$ cat src/rtl/adc_cycle_ctrl.sv
module adc_cycle_ctrl #(
  parameter int CONV_CYCLES = 2075000,
  parameter int POR_CYCLES  = 62500,
  parameter int RES_W       = 16
) (
  input  logic             clk,
  input  logic             pwr_ok,
  input  logic             cs_n,
  input  logic             sclk,
  input  logic             core_valid,
  input  logic [RES_W-1:0] core_result,
  output logic             sdo,
  output logic             sdo_oe,
  output logic             low_power,
  output logic             conv_start
);
  localparam int TIM_W = $clog2(CONV_CYCLES);
  localparam int POR_W = $clog2(POR_CYCLES);
  localparam int IDX_W = $clog2(RES_W);

  typedef enum logic [1:0] {ST_POR, ST_CONV, ST_SLEEP, ST_DATA} st_t;

  st_t              st;
  logic [TIM_W-1:0] tim;
  logic [POR_W-1:0] por_cnt;
  logic [IDX_W-1:0] idx;
  logic [RES_W-1:0] res_q;
  logic             cs_m, cs_s, cs_d, sck_m, sck_s, sck_d;

  always_ff @(posedge clk or negedge pwr_ok) begin
    if (!pwr_ok) begin
      {cs_m, cs_s, cs_d}    <= 3'b111;
      {sck_m, sck_s, sck_d} <= 3'b111;
    end else begin
      {cs_m, cs_s, cs_d}    <= {cs_n, cs_m, cs_s};
      {sck_m, sck_s, sck_d} <= {sclk, sck_m, sck_s};
    end
  end

  wire sck_fall = sck_d & ~sck_s;
  wire cs_rise  = cs_s & ~cs_d;

  always_ff @(posedge clk or negedge pwr_ok) begin
    if (!pwr_ok) begin
      st         <= ST_POR;
      tim        <= '0;
      por_cnt    <= '0;
      idx        <= '0;
      res_q      <= '0;
      conv_start <= 1'b0;
    end else begin
      conv_start <= 1'b0;
      case (st)
        ST_POR: begin
          if (por_cnt == POR_W'(POR_CYCLES - 1)) begin
            st         <= ST_CONV;
            tim        <= '0;
            conv_start <= 1'b1;
          end else begin
            por_cnt <= por_cnt + 1'b1;
          end
        end
        ST_CONV: begin
          if (core_valid) res_q <= core_result;
          if (tim == TIM_W'(CONV_CYCLES - 1)) st <= ST_SLEEP;
          else tim <= tim + 1'b1;
        end
        ST_SLEEP: begin
          if (!cs_s && !sck_s) begin
            st  <= ST_DATA;
            idx <= IDX_W'(RES_W - 1);
          end
        end
        default: begin
          if (cs_rise || (sck_fall && idx == '0)) begin
            st         <= ST_CONV;
            tim        <= '0;
            conv_start <= 1'b1;
          end else if (sck_fall) begin
            idx <= idx - 1'b1;
          end
        end
      endcase
    end
  end

  assign sdo_oe    = ~cs_s;
  assign sdo       = (st == ST_DATA) ? res_q[idx] : (st != ST_SLEEP);
  assign low_power = (st == ST_SLEEP) && cs_s;

  a_r1_sleep_exit: assert property (@(posedge clk) disable iff (!pwr_ok)
    (st == ST_SLEEP) |=> (st == ST_SLEEP || st == ST_DATA));

  a_r2_conv_holds: assert property (@(posedge clk) disable iff (!pwr_ok)
    (st == ST_CONV && tim != TIM_W'(CONV_CYCLES - 1)) |=> (st == ST_CONV && !conv_start));

  a_r3_need_both_low: assert property (@(posedge clk) disable iff (!pwr_ok)
    (st == ST_SLEEP && (cs_s || sck_s)) |=> (st == ST_SLEEP));

  a_r5_result_held: assert property (@(posedge clk) disable iff (!pwr_ok)
    (st == ST_SLEEP) |=> $stable(res_q));

  a_r6_sign_first: assert property (@(posedge clk) disable iff (!pwr_ok)
    (st == ST_SLEEP && !cs_s && !sck_s) |=> (sdo == res_q[RES_W-1]));

  a_r7_restart: assert property (@(posedge clk) disable iff (!pwr_ok)
    (st == ST_DATA) |=> (st == ST_DATA || (st == ST_CONV && conv_start)));
endmodule

$ cat config.mk
export PLATFORM = sky130hd
export DESIGN_NAME = adc_cycle_ctrl
export DESIGN_NICKNAME = d
export VERILOG_FILES = /design/src/rtl/adc_cycle_ctrl.sv
export SDC_FILE = /design/constraint.sdc
export NUM_CORES = 1
export LEC_CHECK = 0
export ABC_AREA = 1
export BUFFER_PORTS_ARGS = -buffer_cell sky130_fd_sc_hd__buf_2
export CAP_MARGIN = 20
export CORE_AREA = 2 2 87 89
export CTS_BUF_LIST = sky130_fd_sc_hd__clkbuf_8
export DETAILED_ROUTE_END_ITERATION = 16
export DIE_AREA = 0 0 89 91
export PLACE_DENSITY_LB_ADDON = 0.12
export SYNTH_ARGS = -nofsm -noshare
export SYNTH_HDL_FRONTEND = slang
export SYNTH_SLANG_ARGS = --single-unit
$ cat constraint.sdc
create_clock -name clk -period 1.6 [get_ports clk]
set_input_delay 0.08 -clock clk [delete_from_list [all_inputs] [get_ports clk]]
set_output_delay 0.08 -clock clk [all_outputs]
set_load 0.005 [all_outputs]
; ---- Word level (Yosys, flattened, before mapping)
; Index checks and enable logic that the tools add are counted.
[word_totals]
register_bits = 66
latchBits = 0
ram_bits = 0
mem_bits_ro = 0
input_bits = 21
output_inout_bits = 4
word_cells = 72
n_memories = 0
[op_classes]
addsub = 3
n_mul = 0
div_mod_pow = 0
magnitude_cmp = 1
eq_ne = 11
shift = 0
muxes = 19
bitwise = 8
reduce_logical = 18
[op_table]
columns = op, count
row1 = $mux 21, 3
row2 = $pmux 21 s3, 1
row3 = $add 21x1->21 const B, 1
row4 = $eq 21x21->1 const B, 1
row5 = $add 16x1->16 const B, 1
row6 = $eq 16x16->1 const B, 1
row7 = $mux 4, 3
row8 = $reduce_and 4->1, 3
row9 = $ne 2x2->1 const B, 5
row10 = $mux 2, 4
row11 = $pmux 4 s2, 1
row12 = $not 1->1, 6
row13 = $pmux 2 s3, 1
row14 = $lt 4x5->1 const B, 1
row15 = $bmux 1 s4, 1
row16 = $eq 2x2->1 const B, 2
row17 = $logic_not 4->1, 1
row18 = $mux 1, 4
row19 = $reduce_and 2->1, 2
row20 = $reduce_bool 4->1, 1
row21 = $reduce_or 2->1, 2
row22 = $sub 4x1->4 const B, 1
row23 = $logic_and 1x1->1, 3
row24 = $reduce_bool 3->1, 1
row25 = other kinds (8), 10

; ---- Longest topological paths before layout
[logic_depth]
ltp_word = 6
depth_mapped = 11
ltp_nobuf = 10

; ---- Worst setup path after synthesis
; Ideal clock, no wire load.
[synth_path]
path_type = reg2reg
start = reg st[1]
end = reg res_q[11]
t_arrival_ns = 1.510
t_required_ns = 1.475
slack_ns = -0.035
stages_incl_launch_ff = 7
path_buffers = 2
period_less_slack_ns = 1.635
cell_sequence = dfrtp_1 > inv_1 > ha_1 > buf_2 > nand2_1 > buf_2 > mux2_2
[synth_via]
elab_chain_cells = 2
[synth_rtl]
columns = item, line
row1 = "start, declared", 23  ; st_t st;
row2 = "start signal, assigned", 45  ; st <= ST_POR;
row3 = "start signal, assigned", 56  ; st <= ST_CONV;
row4 = "start signal, assigned", 65  ; if (tim == TIM_W'(CONV_CYCLES - 1)) st <= ST_SLEEP;
row5 = $eq 2x1->1, 53  ; case (st)
row6 = $reduce_and 2->1 (no source line), -
row7 = "end signal, assigned", 64  ; if (core_valid) res_q <= core_result;
row8 = "end, declared", 27  ; logic [RES_W-1:0] res_q;
; No other way between the ends.
; A chain may end at the register's enable or synchronous reset.

; ---- Worst setup path after layout
[layout_path]
start = reg st[0]
end = out sdo
[layout_via]
elab_chain_cells = 2
[layout_rtl]
columns = item, line
row1 = $ne 2x2->1 or $eq 2x2->1 (tied branches), 88  ; assign sdo = (st == ST_DATA) ? res_q[idx] : (st != ST_SLEEP);
row2 = $mux 1 *, 88
row3 = "end, declared", 12  ; output logic sdo,
; Mark *: on every way between the ends. The rest lies on a longest branch, timed or not.

==> flow_summary_export.csv <==
group,metric,value,unit
setup_path,path_cells,"buf_4 > ha_2 > or2_2 > nand2_2 > buf_6",
synthesis,ys_ff_latch,66,
setup_path,slowest_stage,"dfrtp_1",
sta,slew_violations,0,
detailed_routing,drtIter0Drc,151,
setup_path,crit_family,"flip-flops",
placed_design,hpwl,5880,um
detailed_routing,wl_per_cell,12.3,um
die,coreArea,7140,sq um
setup_path,endpoint_kind,"output pin",
global_routing,grt_max_degree,30,
pwr,p_leak,2.43,nW
synthesis,synth_fp_nets,545,
global_routing,globalRoute.totalOverflow,0,
placed_design,place_congestion,0.868,
sta,tightestPinTransition,0.360,ns
setup_path,r2r-start,"st[1]",
sta,fin_crit_sh,104,%
setup_path,slowest_delay,0.42,ns
global_routing,antenna_found_initial,0,
synthesis,yosys-top-cells-area,"dfrtp_1, nand2_1, nor2_1, inv_1, dfstp_2",
synthesis,seq_area_frac_synth,42.9,%
die,ios,25,
setup_path,crit_type,"register to output pin",
synthesis,synthesis.area,3870,sq um
sta,hold_violations,0,
finish,layout_common_cells,"nand2_1, nor2_1, dfrtp_1",
synthesis,synthCells,514,
die,die-area,8100,sq um
finish,syn_to_final_growth,31.6,%
setup_path,path_depth,5,
sta,relSlewSlack,76.0,%
detailed_routing,ant_nets,0,
setup_path,crit_end,"sdo",
synthesis,yosysTopAreaCellShare,38.8,%
finish,final_common_cell,"nand2_1",
detailed_routing,drt_first_pass_iters,4,
setup_path,cp.buffers_inverters,2,
sta,setup_violations,6,
setup_path,crit_path_max_fanout,4,
finish,drive_above_1_share,26.8,%
sta,rsz0062_at_grt,"yes",
detailed_routing,wl,8740,um
detailed_routing,drc,0,
pwr,powerDensity,619,nW/um^2
synthesis,avgSynthCellArea,7.53,sq um
setup_path,arrival,1.58,ns
synthesis,ys_types,33,
cts,cts_buffer_depth,2,
global_routing,track_usage,23.1,%
cts,clock_latency,0.34,ns
synthesis,synth_top_area_cell,"dfrtp_1",
global_routing,grt_pass1_vias,3473,
cts,cts_tree,"yes",
finish,layout.nets,640,
detailed_routing,vias,3527,
placed_design,place_inst,665,
status,violations,"setup timing",
sta,fmax,602,MHz
worst_hold_path,hold_class,"input port to async pin",
run,maxCapViolCount,0,
setup_path,r2r_slack,-0.01,ns
die,die_h,91,um
finish,layoutNonFillerInstCount,712,
pwr,ir_drop,412,uV
cts,cts_root_buffer,"clkbuf_8",
sta,fin_tns_setup,-0.0808,ns
sta,period_minus_slack,1.66,ns
setup_path,cp.required,1.52,ns
die,start_util,54.2,%
placed_design,numPortBuffers,24,
detailed_routing,vias_per_cell,4.95,
cts,clk_pin_slew_worst_paths,0.07,ns
status,status,"complete, but fails checks",
cts,cts.sinks,66,
finish,diodes,0,
sta,skew,0.00896,ns
setup_path,reg2regPathDepth,10,
setup_path,startpoint_type,"register",
synthesis,yosys_warnings,0,
cts,cts_made_buffers,9,
global_routing,grt_first_pass_wirelength,15000,um
setup_path,worstReg2RegEnd,"tim[4]",
die,die_x,89,um
die,rows,31,
cts,h-tree-depth,3,
setup_path,crit_start,"st[0]",
sta,fin_ws,-0.0618,ns
[where the power goes]
| part | internal, mW | total (mW) | switching [mW] |
|---|---|---|---|
| combinational | 0.0614 | 0.117 | 0.0558 |
| sequential | 1.68 | 1.69 | 0.00392 |
| clock | 0.738 | 1.35 | 0.610 |
[cells in the mapped netlist, drive strengths merged]
master and instances:
dfstp 6, o21ai 16, nor3 10, inv 50
xnor2 2, o211ai 7, nand2 174, nor2 81
or2 2, mux2 8, ha 10, clkbuf 4
clkinv 1, o31ai 1, a21oi 12, xor2 17
dfrtp 60, nand3 29, nand4 12, o21bai 4
buf 8
[logic make-up after synthesis]
logic type,Yosys count,share of synthesized area [%]
AND/OR/NAND/NOR,308,34.7
flip-flops,66,42.9
buffers and inverters,63,6.63
AO/OA/AOI/OAI,40,5.95
XOR/XNOR,19,4.30
adder cells (fa/ha/maj),10,3.23
multiplexers,8,2.33
[worst min path at each step]
| stage | from | end | slack (ns) | cells past startpoint |
|---|---|---|---|---|
| finish | pwr_ok | res_q[1] | 0.18 | 2 |
| floorplan | pwr_ok | conv_start | -0.22 | 0 |
| global placement | pwr_ok | res_q[1] | 0.0004 | 1 |
| detailed placement | pwr_ok | res_q[1] | 0.009 | 1 |
| global route | pwr_ok | res_q[1] | 0.20 | 2 |
| CTS | pwr_ok | res_q[1] | 0.18 | 2 |
[layer usage]
| layer | global-route usage, % | routed length, um | vias to the layer above |
|---|---|---|---|
| met1 | 29.7 | 4090 | 1641 |
| met3 | 5.36 | 252 | 13 |
| met4 | 5.97 | 116 | 0 |
| met5 | 0 | 0 | - |
| met2 | 38.7 | 4290 | 56 |
| li1 | - | - | 1817 |
[worst reg2reg max path: stages (launching register included)]
cell and delay (ns):
dfrtp_2 0.45, inv_2 0.11, ha_2 0.26, nor2_1 0.08
nand3_2 0.09, nand2_4 0.07, inv_2 0.07, nand3_2 0.09
buf_12 0.17, nand2_1 0.06, nand2_1 0.06
[stage by stage]
step / hold slack (ns) / worst slack, ns / power (mW) / utilization, % / cell area [sq um]
CTS: 0.181 / -0.0606 / 3.18 / 68.5 / 4890
floorplan: -0.216 / 0.00690 / 1.72 / - / 3880
global route: 0.200 / -0.190 / 3.27 / 71.3 / 5090
detailed placement: 0.00947 / -0.0290 / 1.80 / 61.7 / 4400
finish: 0.183 / -0.0618 / 3.15 / 71.3 / 5090
global placement: 0.000385 / 0.0188 / 1.79 / 61.7 / 4400
[sequential cells by signal (all words and copies together), names as in the netlist]
name and flops:
conv_start 1, st 2, cs_s 1, tim 21
sck_s 1, sck_d 1, idx 4, cs_d 1
res_q 16, cs_m 1, por_cnt 16, sck_m 1
[final cells by class]
cell class | instances | area, sq um
tap | 99 | 124
timing repair buffer | 96 | 805
sequential | 66 | 1660
multi-input combinational | 385 | 2120
clock buffer | 10 | 138
fill | 550 | 2050
inverter | 51 | 193
clock inverter | 5 | 47.5
[timing repair]
| action | 4_1_cts | 5_1_grt |
|---|---|---|
| hold endpoints to repair | 70 | 0 |
| gates resized for setup | 14 | 38 |
| pin swaps | 4 | 11 |
| buffers inserted | 5 | 8 |
| hold buffers | 19 | 0 |
| setup endpoints to repair | 23 | 40 |
No activity file was read; power rests on OpenSTA's default activity.
